File: config.mk
export PLATFORM = sky130hd
export DESIGN_NAME = dbgLockSlice
export DESIGN_NICKNAME = d
export VERILOG_FILES = /design/src/rtl/dbgLockPkg.sv /design/src/rtl/dbgLockCtrl.sv /design/src/rtl/dbgLockDatapath.sv /design/src/rtl/dbgLockSlice.sv
export SDC_FILE = /design/constraint.sdc
export NUM_CORES = 1
export LEC_CHECK = 0
export BUFFER_PORTS_ARGS = -buffer_cell sky130_fd_sc_hd__buf_2
export CELL_PAD_IN_SITES_DETAIL_PLACEMENT = 1
export CELL_PAD_IN_SITES_GLOBAL_PLACEMENT = 1
export CORE_AREA = 2 2 76 78
export CTS_CLUSTER_SIZE = 28
export DETAILED_ROUTE_END_ITERATION = 10
export DIE_AREA = 0 0 78 80
export PLACE_DENSITY = 0.93
export SLEW_MARGIN = 5
export SYNTH_ARGS = -nofsm -noshare
export SYNTH_HDL_FRONTEND = slang
export SYNTH_SLANG_ARGS = --single-unit
File: constraint.sdc
create_clock -name clk -period 4.2 [get_ports clk]
set_clock_uncertainty 0.1 [all_clocks]
set_input_delay 0 -clock clk [delete_from_list [all_inputs] [get_ports clk]]
set_output_delay 0 -clock clk [all_outputs]
set_load 0.05 [all_outputs]
File: src/rtl/dbgLockPkg.sv
package dbgLockPkg;
  localparam int ADDR_W = 4;

  // Word addresses of the slice
  localparam logic [ADDR_W-1:0] ADDR_SCRATCH  = 4'h0;
  localparam logic [ADDR_W-1:0] ADDR_CLAIMSET = 4'h1;
  localparam logic [ADDR_W-1:0] ADDR_CLAIMCLR = 4'h2;
  localparam logic [ADDR_W-1:0] ADDR_LOCKKEY  = 4'h3;
  localparam logic [ADDR_W-1:0] ADDR_LOCKSTAT = 4'h4;

  // Lock status bit positions
  localparam int STAT_IMPL_BIT   = 0;
  localparam int STAT_LOCKED_BIT = 1;
  localparam int STAT_WIDTH_BIT  = 2;

  typedef struct packed {
    logic setTags;
    logic clrTags;
    logic wrScratch;
  } ctrlStrobeT;
endpackage

File: src/rtl/dbgLockCtrl.sv
module dbgLockCtrl
  import dbgLockPkg::*;
#(
  parameter int          DATA_W     = 32,
  parameter logic [31:0] UNLOCK_KEY = 32'hC5AC_CE55
) (
  input  logic              clk,
  input  logic              rstN,
  input  logic [ADDR_W-1:0] addr,
  input  logic              wrEn,
  input  logic [DATA_W-1:0] wrData,
  output logic              isLocked,
  output ctrlStrobeT        strobes
);
  localparam logic [DATA_W-1:0] KEY_W = DATA_W'(UNLOCK_KEY);

  logic keyWrite;
  logic keyMatch;

  // The lock access address is never gated by the lock.
  assign keyWrite = wrEn && (addr == ADDR_LOCKKEY);
  assign keyMatch = (wrData == KEY_W);

  always_ff @(posedge clk) begin
    if (!rstN)         isLocked <= 1'b1;
    else if (keyWrite) isLocked <= !keyMatch;
  end

  always_comb begin
    strobes           = '0;
    strobes.wrScratch = wrEn && !isLocked && (addr == ADDR_SCRATCH);
    strobes.setTags   = wrEn && !isLocked && (addr == ADDR_CLAIMSET);
    strobes.clrTags   = wrEn && !isLocked && (addr == ADDR_CLAIMCLR);
  end
endmodule

File: src/rtl/dbgLockDatapath.sv
module dbgLockDatapath
  import dbgLockPkg::*;
#(
  parameter int DATA_W   = 32,
  parameter int NUM_TAGS = 8
) (
  input  logic                clk,
  input  logic                rstN,
  input  ctrlStrobeT          strobes,
  input  logic                isLocked,
  input  logic [ADDR_W-1:0]   addr,
  input  logic                rdEn,
  input  logic [DATA_W-1:0]   wrData,
  output logic [DATA_W-1:0]   rdData,
  output logic [NUM_TAGS-1:0] tagState,
  output logic [DATA_W-1:0]   scratchVal
);
  localparam logic [DATA_W-1:0] TAG_PRESENT = DATA_W'({NUM_TAGS{1'b1}});

  // Per-tag write-one-to-set / write-one-to-clear cells
  for (genvar g = 0; g < NUM_TAGS; g++) begin : gTag
    always_ff @(posedge clk) begin
      if (!rstN)
        tagState[g] <= 1'b0;
      else if (strobes.setTags && wrData[g])
        tagState[g] <= 1'b1;
      else if (strobes.clrTags && wrData[g])
        tagState[g] <= 1'b0;
    end
  end

  always_ff @(posedge clk) begin
    if (!rstN)                  scratchVal <= '0;
    else if (strobes.wrScratch) scratchVal <= wrData;
  end

  logic [DATA_W-1:0] statusWord;
  always_comb begin
    statusWord                  = '0;
    statusWord[STAT_IMPL_BIT]   = 1'b1;
    statusWord[STAT_LOCKED_BIT] = isLocked;
    statusWord[STAT_WIDTH_BIT]  = 1'b0;
  end

  always_comb begin
    rdData = '0;
    if (rdEn) begin
      unique case (addr)
        ADDR_SCRATCH:  rdData = scratchVal;
        ADDR_CLAIMSET: rdData = TAG_PRESENT;
        ADDR_CLAIMCLR: rdData = DATA_W'(tagState);
        ADDR_LOCKSTAT: rdData = statusWord;
        default:       rdData = '0;
      endcase
    end
  end
endmodule

File: src/rtl/dbgLockSlice.sv
module dbgLockSlice
  import dbgLockPkg::*;
#(
  parameter int          DATA_W     = 32,
  parameter int          NUM_TAGS   = 8,
  parameter logic [31:0] UNLOCK_KEY = 32'hC5AC_CE55
) (
  input  logic              clk,
  input  logic              rstN,
  input  logic [3:0]        addr,
  input  logic              wrEn,
  input  logic [DATA_W-1:0] wrData,
  input  logic              rdEn,
  output logic [DATA_W-1:0] rdData
);
  ctrlStrobeT          strobes;
  logic                isLocked;
  logic [NUM_TAGS-1:0] tagState;
  logic [DATA_W-1:0]   scratchVal;

  dbgLockCtrl #(.DATA_W(DATA_W), .UNLOCK_KEY(UNLOCK_KEY)) u_ctrl (
    .clk(clk), .rstN(rstN), .addr(addr), .wrEn(wrEn), .wrData(wrData),
    .isLocked(isLocked), .strobes(strobes)
  );

  dbgLockDatapath #(.DATA_W(DATA_W), .NUM_TAGS(NUM_TAGS)) u_dp (
    .clk(clk), .rstN(rstN), .strobes(strobes), .isLocked(isLocked),
    .addr(addr), .rdEn(rdEn), .wrData(wrData), .rdData(rdData),
    .tagState(tagState), .scratchVal(scratchVal)
  );
endmodule

==> impl_metrics.py <==
metrics = {
    "outcome": {
        "status": "finished, final reports clean",
    },
    "logic_synthesis": {
        "synth_compound_area_frac": 0.200,
        "synth-simple-area-share": 0.350,
        "yosys-top-cells-area": "dfxtp_1 41%, nand2_1 14%, a21boi_1 11%",
        "synth_seq_area_share": 0.406,
        "netlist_instances": 253,
        "synth_warnings": 0,
        "yosysTopAreaCell": "dfxtp_1",
        "post_synth.cell_area_avg_sq_um": 7.99,
        "synth_ff_type": "dfxtp_1",
        "netlist.area_leader.share": 0.406,
        "yosys_register_bits": 41,
        "yosysUniqueCellTypes": 30,
        "netlist_area_sq_mm": 0.00202,
        "yosysMostFrequentCell": "nand2_1",
        "synth-async-reset-ratio": 0,
        "synth_top_family_by_area": "simple AND/OR/NAND/NOR gates",
        "synth-xor-area-share": 0,
        "muxShareOfSynthArea": 0,
        "synth_top_cells_by_count": "74 x nand2_1, 41 x dfxtp_1, 30 x a21boi_1",
        "synth_fa_ha_area_frac": 0,
        "syn_nets": 293,
        "synth_edf_count": 0,
    },
    "flow_run": {
        "maxCapViolCount": 0,
    },
    "drt": {
        "route.detailed.drc": 0,
        "drt_first_pass_iters": 4,
        "vias": 2226,
        "antenna_left": 0,
        "routed_wl_um": 7510,
        "post_drt_wl_per_cell_um": 17.7,
        "via_per_inst": 5.25,
        "drt_iter0_drc": 82,
    },
    "cells_and_area": {
        "n_antenna_cell": 0,
        "finalNetCount": 391,
        "layout-drive-gt1-share": 0.241,
        "syn2layout_area_growth_pct": 41.8,
    },
    "power": {
        "power.density_mw_per_mm2": 284,
        "ir_worst_vdd_uv": 147,
        "p_clk_frac": 0.406,
        "p_sw_frac": 0.227,
        "switchingPower_uw": 184,
        "power.static_leakage_nw": 1.16,
        "power_frac_comb": 0.117,
        "p_int_uw": 629,
        "power.total_uw": 813,
        "p_seq_frac": 0.477,
    },
    "sta": {
        "fin_crit_sh": 0.556,
        "fin_ws_ns": 1.86,
        "finalHoldViolCount": 0,
        "drv_slew": 0,
        "hold_slack_ns": 0.0721,
        "tns_ns": 0,
        "max_freq_ghz": 0.428,
        "worst_pin_slew_ns": 1.13,
        "rsz0062_at_grt": "false",
        "fin_crit_ns": 2.34,
        "setup_viol": 0,
        "maxSlewHeadroom": 0.250,
    },
    "die": {
        "design.die.area_sq_mm": 0.00624,
        "io_pins": 72,
        "die_w_um": 78,
        "initial_core_util": 0.374,
        "row_count": 27,
        "die_height_um": 80,
        "core_sq_mm": 0.00541,
    },
    "critical_path": {
        "rr_worst_depth": 4,
        "crit_path_top_delay_cell": "or4_1",
        "crit_family": "simple AND/OR/NAND/NOR gates",
        "critPathKind": "primary input to register",
        "worstPathMaxFanout": 32,
        "cpPeakStageDelay_ns": 0.93,
        "cp.arrival_ns": 2.41,
        "worstReg2RegStart": "u_ctrl.isLocked",
        "cp_cell_sequence": "dlygate4sd3_1 > buf_2 > or3b_4 > or4_1 > nand2_1 > a21boi_0",
        "regToRegEndpoint": "u_dp.scratchVal[24]",
        "cp_data_required_time_ns": 4.27,
        "worst_setup_path_start_kind": "primary input",
        "regToRegSetupSlack_ns": 1.87,
        "end_kind": "register",
        "crit_buf_inv": 2,
    },
    "clock_network": {
        "worstSkewPairLatency_ns": 0.29,
        "clock_path_buffers": 2,
        "cts_max_level": 2,
        "postCtsHoldBufs": 34,
        "post-cts-setup-buffer-count": 0,
        "root_buffer": "clkbuf_8",
        "cts.sinks": 41,
        "cts_resized": 0,
        "cts_tree": "yes",
        "cts_buffers": 5,
        "path_clk_slew_ns": 0.08,
    },
    "min_path": {
        "min_from": "addr[3]",
        "hold_path_depth": 4,
        "hold_path_class": "primary input to register",
        "min_to": "u_ctrl.isLocked",
    },
    "grt": {
        "use_met1": 0.257,
        "grtUsageMet3": 0.0520,
        "met2_usage": 0.472,
        "grt_pass1_vias": 2395,
        "grt_usage": 0.246,
        "antenna_found_initial": 0,
        "grt_pass1_wl_um": 11800,
        "overflow": 0,
        "busiest_layer": "met2",
        "grt_max_degree": 44,
    },
    "placement": {
        "routabilityCongestion": 0.788,
        "hpwl_um": 4350,
        "port_buffers": 71,
        "dp_slack_ns": 1.97,
    },
}
[worst reg2reg max path, cell delays in order (launching register included)]
cell and delay (ns):
dfxtp_1 0.33, or3b_4 0.45, or4_1 0.94, nand2_1 0.27
a21boi_0 0.13
[cell usage in the layout (no fill, tap or decap), types with 2 or more instances in the layout]
cell / instances
a21boi_0: 2
a21boi_1: 30
a21oi_1: 7
a32o_1: 8
and2_1: 24
buf_2: 71
buf_4: 2
clkbuf_8: 6
dfxtp_1: 41
dlygate4sd3_1: 34
nand2_1: 74
nand3b_1: 2
nand4_1: 2
nand4b_1: 2
nor2_1: 22
nor2b_1: 3
nor4_4: 2
nor4b_1: 2
o21a_1: 2
o21ai_0: 2
or4bb_1: 2
[routing by layer]
layer,routed length (um),share of wire
met5,0,0
met4,187,0.025
met3,355,0.047
met1,2980,0.40
met2,3990,0.53
[area by class of cell]
class	instances	area (sq um)
clock buffer	7	86.3
clock inverter	1	30.0
fill	671	2540
multi-input combinational	196	1130
sequential	41	821
tap	72	90.1
timing repair buffer	107	711
[power groups by stage]
| stage | logic [mW] | registers, mW | clock network, mW |
|---|---|---|---|
| global route | 0.101 | 0.388 | 0.348 |
| detailed placement | 0.0667 | 0.397 | 0 |
| floorplan | 0.0307 | 0.397 | 0 |
| finish | 0.0949 | 0.388 | 0.330 |
| global placement | 0.0652 | 0.397 | 0 |
| CTS | 0.0913 | 0.388 | 0.333 |
[registers in the layout, indices dropped and copies added (netlist names)]
signal and count:
u_dp.scratchVal 32, u_dp.tagState 8, u_ctrl.isLocked 1
[worst max-delay path by stage]
stage,from,end,depth (start not counted)
6_report,wrEn,u_dp.scratchVal[24],6
4_1_cts,wrEn,u_dp.scratchVal[2],6
3_3_place_gp,u_ctrl.isLocked,u_dp.scratchVal[24],4
5_1_grt,u_ctrl.isLocked,u_dp.scratchVal[24],4
2_1_floorplan,u_ctrl.isLocked,u_dp.scratchVal[0],6
3_5_place_dp,u_ctrl.isLocked,u_dp.scratchVal[2],4
[logic make-up (layout without fill, tap and decap cells)]
group / after synthesis / after routing
AOI/OAI and AO/OA: 54 / 54
buffers and inverters: 16 / 115
DFF: 41 / 41
and+or+nand+nor: 142 / 142
[metrics by stage]
stage	util	cell area, sq um	instances
2_1_floorplan	-	2020	253
3_3_place_gp	0.446	2410	382
3_5_place_dp	0.446	2410	382
4_1_cts	0.530	2870	424
5_1_grt	0.530	2870	424
6_report	0.530	2870	424
No activity file was read; power rests on OpenSTA's default activity.
